File: config.mk
export PLATFORM = sky130hd
export DESIGN_NAME = sbus_periph
export DESIGN_NICKNAME = d
export VERILOG_FILES = /design/src/rtl/sbus_pkg.sv /design/src/rtl/sbus_sync.sv /design/src/rtl/sbus_shadow.sv /design/src/rtl/sbus_evq.sv /design/src/rtl/sbus_periph.sv
export SDC_FILE = /design/constraint.sdc
export NUM_CORES = 2
export LEC_CHECK = 0
export ABC_CLOCK_PERIOD_IN_PS = 3500
export BUFFER_PORTS_ARGS = -buffer_cell sky130_fd_sc_hd__buf_2
export CORE_MARGIN = 10
export CORE_UTILIZATION = 55
export CTS_BUF_LIST = sky130_fd_sc_hd__clkbuf_8
export DETAILED_ROUTE_END_ITERATION = 10
export PLACE_DENSITY_LB_ADDON = 0.12
export REMOVE_ABC_BUFFERS = 1
export SLEW_MARGIN = 10
export SYNTH_ARGS = -nofsm -noshare
export SYNTH_HDL_FRONTEND = slang
export SYNTH_SLANG_ARGS = --single-unit
File: constraint.sdc
create_clock -name clk -period 3.5 [get_ports clk]
set_clock_uncertainty 0.2 [all_clocks]
set_input_delay 0.525 -clock clk [delete_from_list [all_inputs] [get_ports clk]]
set_output_delay 0.525 -clock clk [all_outputs]
set_load 0.01 [all_outputs]
File: src/rtl/sbus_pkg.sv
package sbus_pkg;
    typedef enum logic [1:0] {
        ST_IDLE  = 2'd0,
        ST_READ  = 2'd1,
        ST_WRITE = 2'd2,
        ST_HOLD  = 2'd3
    } bus_st_e;
endpackage

File: src/rtl/sbus_sync.sv
module sbus_sync #(
    parameter int W = 8
) (
    input  logic         clk,
    input  logic         rst_n,
    input  logic [W-1:0] d_i,
    output logic [W-1:0] q_o
);
    for (genvar i = 0; i < W; i++) begin : g_bit
        logic s1, s2;
        always_ff @(posedge clk or negedge rst_n) begin
            if (!rst_n) begin
                s1 <= 1'b0;
                s2 <= 1'b0;
            end else begin
                s1 <= d_i[i];
                s2 <= s1;
            end
        end
        assign q_o[i] = s2;
    end
endmodule

File: src/rtl/sbus_shadow.sv
module sbus_shadow #(
    parameter int AW = 8,
    parameter int DW = 8
) (
    input  logic          clk,
    input  logic          we_i,
    input  logic [AW-1:0] waddr_i,
    input  logic [DW-1:0] wdata_i,
    input  logic [AW-1:0] raddr_i,
    output logic [DW-1:0] rdata_o
);
    localparam int N = 1 << AW;
    logic [DW-1:0] mem [N];

    always_ff @(posedge clk) begin
        if (we_i) mem[waddr_i] <= wdata_i;
    end

    assign rdata_o = mem[raddr_i];
endmodule

File: src/rtl/sbus_evq.sv
module sbus_evq #(
    parameter int W     = 16,
    parameter int DEPTH = 4
) (
    input  logic         clk,
    input  logic         rst_n,
    input  logic         push_i,
    input  logic [W-1:0] din_i,
    input  logic         pop_i,
    output logic [W-1:0] dout_o,
    output logic         valid_o,
    output logic         full_o
);
    localparam int PW = $clog2(DEPTH);
    logic [W-1:0] mem [DEPTH];
    logic [PW-1:0] wp, rp;
    logic [PW:0]   cnt;
    logic          do_push, do_pop;

    assign full_o  = (cnt == DEPTH[PW:0]);
    assign valid_o = (cnt != '0);
    assign do_push = push_i && !full_o;
    assign do_pop  = pop_i && valid_o;
    assign dout_o  = mem[rp];

    always_ff @(posedge clk) begin
        if (do_push) mem[wp] <= din_i;
    end

    always_ff @(posedge clk or negedge rst_n) begin
        if (!rst_n) begin
            wp  <= '0;
            rp  <= '0;
            cnt <= '0;
        end else begin
            if (do_push) wp <= wp + 1'b1;
            if (do_pop)  rp <= rp + 1'b1;
            cnt <= cnt + (do_push ? 1'b1 : 1'b0) - (do_pop ? 1'b1 : 1'b0);
        end
    end

    a_r8_count_bounded: assert property (@(posedge clk) disable iff (!rst_n)
        cnt <= DEPTH[PW:0]);
    a_r9_push_grows: assert property (@(posedge clk) disable iff (!rst_n)
        (push_i && !full_o && !pop_i) |=> valid_o);
endmodule

File: src/rtl/sbus_periph.sv
module sbus_periph
    import sbus_pkg::*;
#(
    parameter int AW     = 8,
    parameter int DW     = 8,
    parameter int QDEPTH = 4
) (
    input  logic          clk,
    input  logic          rst_n,
    input  logic          bus_clk_i,
    input  logic          cs_hi_i,
    input  logic          cs_lo_i,
    input  logic          rw_i,
    input  logic [AW-1:0] addr_i,
    input  logic [DW-1:0] data_i,
    output logic [DW-1:0] data_o,
    output logic          data_oe_o,
    input  logic          loc_we_i,
    input  logic [AW-1:0] loc_addr_i,
    input  logic [DW-1:0] loc_wdata_i,
    output logic          evt_valid_o,
    output logic [AW-1:0] evt_addr_o,
    output logic [DW-1:0] evt_data_o,
    input  logic          evt_pop_i,
    output logic          wr_evt_o,
    output logic          mode_evt_o,
    output logic          ovf_o,
    input  logic          ovf_clr_i
);
    localparam int SW = 4 + AW + DW;
    localparam int EW = AW + DW;
    localparam logic [AW-1:0] MODE_ADDR = '1;

    logic [SW-1:0] raw_s, syn_s;
    logic          clk_s, cshi_s, cslo_s, rw_s, sel;
    logic [AW-1:0] addr_s;
    logic [DW-1:0] data_s;
    logic [DW-1:0] sh_rdata;
    logic [AW-1:0] cap_addr;
    logic [DW-1:0] cap_data;
    logic          q_full, push;
    logic [EW-1:0] q_dout;
    bus_st_e       state, nxt;

    assign raw_s = {bus_clk_i, cs_hi_i, cs_lo_i, rw_i, addr_i, data_i};

    sbus_sync #(.W(SW)) u_sync (
        .clk(clk), .rst_n(rst_n), .d_i(raw_s), .q_o(syn_s)
    );

    assign {clk_s, cshi_s, cslo_s, rw_s, addr_s, data_s} = syn_s;
    assign sel = cshi_s && !cslo_s;

    sbus_shadow #(.AW(AW), .DW(DW)) u_shadow (
        .clk(clk), .we_i(loc_we_i), .waddr_i(loc_addr_i),
        .wdata_i(loc_wdata_i), .raddr_i(addr_s), .rdata_o(sh_rdata)
    );

    assign push = (state == ST_WRITE);

    sbus_evq #(.W(EW), .DEPTH(QDEPTH)) u_evq (
        .clk(clk), .rst_n(rst_n), .push_i(push), .din_i({cap_addr, cap_data}),
        .pop_i(evt_pop_i), .dout_o(q_dout), .valid_o(evt_valid_o), .full_o(q_full)
    );

    assign {evt_addr_o, evt_data_o} = q_dout;

    // next-state logic
    always_comb begin
        nxt = state;
        unique case (state)
            ST_IDLE:  if (sel && clk_s) nxt = rw_s ? ST_READ : ST_WRITE;
            ST_READ:  if (!clk_s) nxt = ST_IDLE;
            ST_WRITE: nxt = ST_HOLD;
            ST_HOLD:  if (!clk_s) nxt = ST_IDLE;
        endcase
    end

    // state register
    always_ff @(posedge clk or negedge rst_n) begin
        if (!rst_n) state <= ST_IDLE;
        else        state <= nxt;
    end

    // registered outputs
    always_ff @(posedge clk or negedge rst_n) begin
        if (!rst_n) begin
            data_o     <= '0;
            data_oe_o  <= 1'b0;
            cap_addr   <= '0;
            cap_data   <= '0;
            wr_evt_o   <= 1'b0;
            mode_evt_o <= 1'b0;
            ovf_o      <= 1'b0;
        end else begin
            data_oe_o  <= (nxt == ST_READ);
            wr_evt_o   <= push;
            mode_evt_o <= push && (cap_addr == MODE_ADDR);
            if (state == ST_IDLE && nxt == ST_READ) data_o <= sh_rdata;
            if (state == ST_IDLE && nxt == ST_WRITE) begin
                cap_addr <= addr_s;
                cap_data <= data_s;
            end
            if (push && q_full)  ovf_o <= 1'b1;
            else if (ovf_clr_i)  ovf_o <= 1'b0;
        end
    end

    a_r4_one_pulse: assert property (@(posedge clk) disable iff (!rst_n)
        wr_evt_o |=> !wr_evt_o);
    a_r6_mode_with_write: assert property (@(posedge clk) disable iff (!rst_n)
        mode_evt_o |-> wr_evt_o);
    a_r8_ovf_sticky: assert property (@(posedge clk) disable iff (!rst_n)
        (ovf_o && !ovf_clr_i) |=> ovf_o);
    a_r5_oe_not_write: assert property (@(posedge clk) disable iff (!rst_n)
        data_oe_o |-> !wr_evt_o);
    a_r5_data_stable: assert property (@(posedge clk) disable iff (!rst_n)
        (data_oe_o && $past(data_oe_o)) |-> $stable(data_o));
endmodule

## After elaboration in Yosys (flattened, before gate mapping)

Memories as Yosys holds them, arrays and structs flattened. A register that Yosys moved wholly into a read port is not among the register bits.
Cells that the tools add are included.

| storage, ports and cells | value |
|---|---|
| register bits | 69 |
| bits in writable memories | 2112 |
| output and inout port bits | 29 |
| memories kept | 2 |

Memory list:

| memory | words | bits a word | rd ports | clocked after Yosys merged registers in | wr ports | RTL line | RTL |
|---|---|---|---|---|---|---|---|
| u_shadow.mem | 256 | 8 | 1 | 1 | 1 | sbus_shadow.sv:13 | `logic [DW-1:0] mem [N];` |
| u_evq.mem | 4 | 16 | 1 | 0 | 1 | sbus_evq.sv:15 | `logic [W-1:0] mem [DEPTH];` |

| cells by class | value |
|---|---|
| add/sub/neg operators | 4 |
| eq/ne operators | 7 |
| mux-type cells | 12 |
| reduce and logical (&&, ||, !) cells | 15 |

Operator list:

| cell | count |
|---|---|
| == test 8 bit (second input constant) | 1 |
| logical AND 1 bit | 8 |
| 2-to-1 mux 1 bit | 8 |
| == test 2 bit (second input constant) | 3 |
| 2-to-1 mux 2 bit | 3 |
| one-hot mux 2 bit (3 select lines) | 1 |
| adder 2 x 1 -> 2 bit (second input constant) | 2 |
| == test 2 x 1 -> 1 bit (second input constant) | 2 |
| adder 3 bit | 1 |
| == test 3 bit (second input constant) | 1 |
| zero test 1 bit | 3 |
| nonzero test 3 bit | 1 |
| subtractor 3 bit | 1 |
| zero test 2 bit | 1 |
| nonzero test 2 bit | 1 |
| OR reduction 2 bit | 1 |

## Logic depth before layout (Yosys ltp)

| logic depth | value |
|---|---|
| depth in word-level cells | 7 |
| mapped depth | 13 |
| gate-level depth less buffers | 8 |

## Cells and area by module

Synthesis repeated with hierarchy kept, for this count alone.

| second synthesis, totals | value |
|---|---|
| cell total of the unflattened synthesis | 3983 |
| area total of the unflattened synthesis | 84544.8 um^2 |

Modules (own cells, without submodules):

| module | instances | cells an instance | area an instance (um^2) |
|---|---|---|---|
| sbus_shadow | 1 | 3725 | 79396.1 |
| sbus_evq | 1 | 124 | 2821.5 |
| sbus_periph | 1 | 74 | 1176.1 |
| sbus_sync | 1 | 60 | 1151.1 |

## Worst setup path after synthesis

OpenSTA, ideal clock, no wires.

| timing | value |
|---|---|
| kind | register to output |
| start point | register u_evq.rp[0] |
| end point | output evt_addr_o[0] |
| arrival time | 1892 ps |
| path slack | 883 ps |
| cell stages (with the launch flop) | 4 |
| path buffers | 2 |
| path through | dfrtp_1 -> clkbuf_1 -> buf_1 -> mux4_2 |

| between the ends | value |
|---|---|
| longest elaborated chain between the ends | 1 |

RTL lines:

| element | RTL line | RTL |
|---|---|---|
| start: declaration | sbus_evq.sv:16 | `logic [PW-1:0] wp, rp;` |
| start signal: assignment | sbus_evq.sv:37 | `if (do_pop) rp <= rp + 1'b1;` |
| memory (4 x 16 bit) | -- |  |
| end: declaration | sbus_periph.sv:22 | `output logic [AW-1:0] evt_addr_o,` |

Every way passes these cells.

==> summary.txt <==
Final period util: 99.8%
Crit-path leading delay family: simple AND/OR/NAND/NOR gates
Slowest stage cell, crit path: nor4_2
Cell Rows: 144
CTS tree: done
First-pass GRT wire length: 331000 um
Final hold violations: 0
# DRC: 0
Achievable Freq: 0.286 GHz
Lkg Pwr: 33.6 nW
Buffers & Inverters on Critical Path: 3
Post-synth top area cell: edfxtp_1
Metal3 WL: 22500 um
Power per Cell Area: 546 nW/um^2
Placed Instances: 6719
Post-synth EDFFs: 2112
RD Place Congestion: 0.915
Post-Syn Area: 84800 um^2
Die Ht: 413 um
Met1 WL: 91900 um
IO Port Bufs: 69
Reg clk slew, reported paths: 0.07 ns
CP arrival: 4.29 ns
DRT Pass-1 Iters: 6
Worst-skew pair later-pin latency: 1.06 ns
Via count: 46300
DR WL met2: 108000 um
WL final: 231000 um
Synth top area cells: edfxtp_1 (75%), mux4_2 (8.9%), mux2i_1 (4.8%)
Crit path time final: 3.49 ns
CP peak stage delay: 0.74 ns
Initial core utilization: 55.2%
Max_slew headroom: 31.2%
CTS Root Cell: clkbuf_8
Worst-Margin Slew: 1.02 ns
Most frequent cell after synthesis: edfxtp_1
Mean Syn Cell Area: 19.8 um^2
Overall Global Routing Usage: 27.0%
Top post-synthesis cells by count: edfxtp_1 (2112), mux2i_1 (408), mux4_2 (337), nor2_1 (287), nand2_1 (126)
RSZ-0062 raised after global routing: false
GRT overflow: 0
Die Area: 170000 um^2
Synth-to-Final Area Change: 16.1%
Max_cap viols: 0
Seq/Total Area, Yosys: 77.0%
Run status: finished clean
Max-slew violation count: 0
Post-synth top area share: 74.8%
Distinct cell type count after synthesis: 66
PnR worst setup slack: 0.00651 ns
# H-tree levels: 5
Ys async rst share: 3.52%
Highest Signal Layer: met5
Worst path depth: 8
Final setup fails: 0
Yosys reg bits: 2189
CTS buffer count: 360
Dpl ws: -0.318 ns
Cell chain of the critical path: inv_4 > buf_12 > buf_4 > mux2i_1 > o21ai_1 > nand3_1 > nor4_2 > a221o_1
Vias per inst: 6.25
Pin count of the biggest net entering global routing: 102
Detailed placement HPWL: 149000 um
Setup crit end kind: flip-flop
Yosys warns: 0
Hold Crit Depth: 4
Sink count of the clock tree: 2189
Reg2Reg Depth: 8
CP Max Fanout: 28
Initial antenna violation count: 13
Die W: 413 um
Max clock buf depth: 4
CP required: 4.30 ns
Hold/Removal Path Class: input port to flip-flop
Vias in the first global route: 46500
Post-Layout Cell Count: 7413
Nets@finish: 5151
Sum Neg Setup Slack: 0 ns
Crit path kind: flip-flop to flip-flop
I/O Pins: 70
Crit path launch type: flip-flop
Worst vdd ir: 456 uV
Main flop type after synthesis: edfxtp_1
Share of cells above drive strength 1: 27.6%
First-iteration detailed-routing DRC count: 5670
Mapped Cells: 4282
Core area: 154000 um^2
Post-DR wirelength/cell: 31.1 um
ANT nets after route: 0
path summary, 6_finish.rpt:
kind,end,startpoint,slack [ns]
max,data_o[1],u_sync.g_bit[12].s2,0.007
min,u_shadow.mem[255][6],loc_addr_i[5],0.12
max reg2reg,data_o[1],u_sync.g_bit[12].s2,0.007
min reg2reg,u_sync.g_bit[15].s2,u_sync.g_bit[15].s1,0.15
max in group asynchronous,u_sync.g_bit[9].s2,rst_n,2.37
min in group asynchronous,u_sync.g_bit[10].s1,rst_n,0.37
stage by stage:
stage | area (um^2) | power, mW | hold slack (ns) | utilization, %
detailed placement | 91200 | 33.8 | 0.135 | 59.4
floorplan | 83200 | 32.8 | 0.0294 | -
global placement | 91200 | 33.8 | 0.133 | 59.4
CTS | 98400 | 54.1 | 0.0114 | 64.0
finish | 98500 | 53.8 | 0.124 | 64.1
global route | 98500 | 55.6 | 0.106 | 64.1
per-layer routing:
layer	track usage, %	vias to the layer above
met3	6.64	444
met4	9.96	14
met5	0	-
li1	-	19300
met2	41.6	2485
met1	37.6	24100
worst register-to-register path, cell delays in order (launching register included):
cell     delay (ns)
dfrtp_4        0.65
inv_4          0.35
buf_12         0.27
buf_4          0.26
mux2i_1        0.14
o21ai_1        0.38
nand3_1        0.25
nor4_2         0.74
a221o_1        0.20
what timing repair did:
| action | 4_1_cts | 5_1_grt |
|---|---|---|
| pin swaps | 0 | 1 |
| gates resized for setup | 12 | 18 |
| setup endpoints to repair | 6 | 6 |
| hold buffers | 64 | 0 |
| setup buffers | 2 | 0 |
| gates cloned | 0 | 0 |
| hold endpoints to repair | 656 | 0 |
layout by cell type, fill, tap and decap left out, drive strengths merged, types with 8 or more instances in the layout:
cell | synthesis | final
edfxtp | 2112 | 2112
buf | 155 | 647
mux2i | 408 | 408
clkbuf | 104 | 389
mux4 | 337 | 337
nor2 | 288 | 288
inv | 14 | 131
nand2 | 127 | 127
o22ai | 122 | 122
clkinv | 0 | 112
dfrtp | 77 | 77
o21ai | 75 | 75
a21oi | 72 | 72
o221ai | 70 | 70
dlygate4sd3 | 0 | 63
a211oi | 61 | 61
nand3 | 33 | 33
a221oi | 32 | 32
nor3 | 19 | 19
nand4 | 16 | 16
a31oi | 15 | 15
mux2 | 15 | 15
a22oi | 13 | 13
nor2b | 12 | 12
nor4 | 11 | 11
a2111oi | 11 | 11
and2 | 10 | 10
bufinv | 0 | 8
power by group:
| group | total, mW | switching [mW] | internal (mW) |
|---|---|---|---|
| combinational | 3.75 | 2.26 | 1.49 |
| clock | 20.4 | 9.80 | 10.6 |
| sequential | 29.6 | 0.428 | 29.2 |
sequential cells by signal, summed over array words and instances (netlist names):
signal,cells
data_o,8
u_evq.mem,64
wr_evt_o,1
u_shadow.mem,2048
cap_data,8
u_sync.g_bit.s1,20
ovf_o,1
u_evq.cnt,3
u_evq.rp,2
u_evq.wp,2
data_oe_o,1
cap_addr,8
u_sync.g_bit.s2,20
mode_evt_o,1
state,2
logic make-up (layout without fill, tap and decap cells):
logic type               after synthesis  after routing  share of synthesized area [%]
adder cells (fa/ha/maj)                7              7                          0.112
AND/OR/NAND/NOR                      544            544                           2.76
AO/OA/AOI/OAI                        504            504                           4.07
multiplexers                         760            760                           14.0
XOR/XNOR                               5              5                         0.0516
other                                  0              4                              0
flip-flops                          2189           2189                           77.0
buffers and inverters                273           1356                           1.99
final cells by class:
class	count	area [um^2]
antenna	4	10.0
clock inverter	243	1200
multi-input combinational	1820	17900
fill	10500	55200
inverter	14	56.3
timing repair buffer	718	6130
clock buffer	381	5240
sequential	2189	65400
tap	2044	2560
No activity file was read; power rests on OpenSTA's default activity.
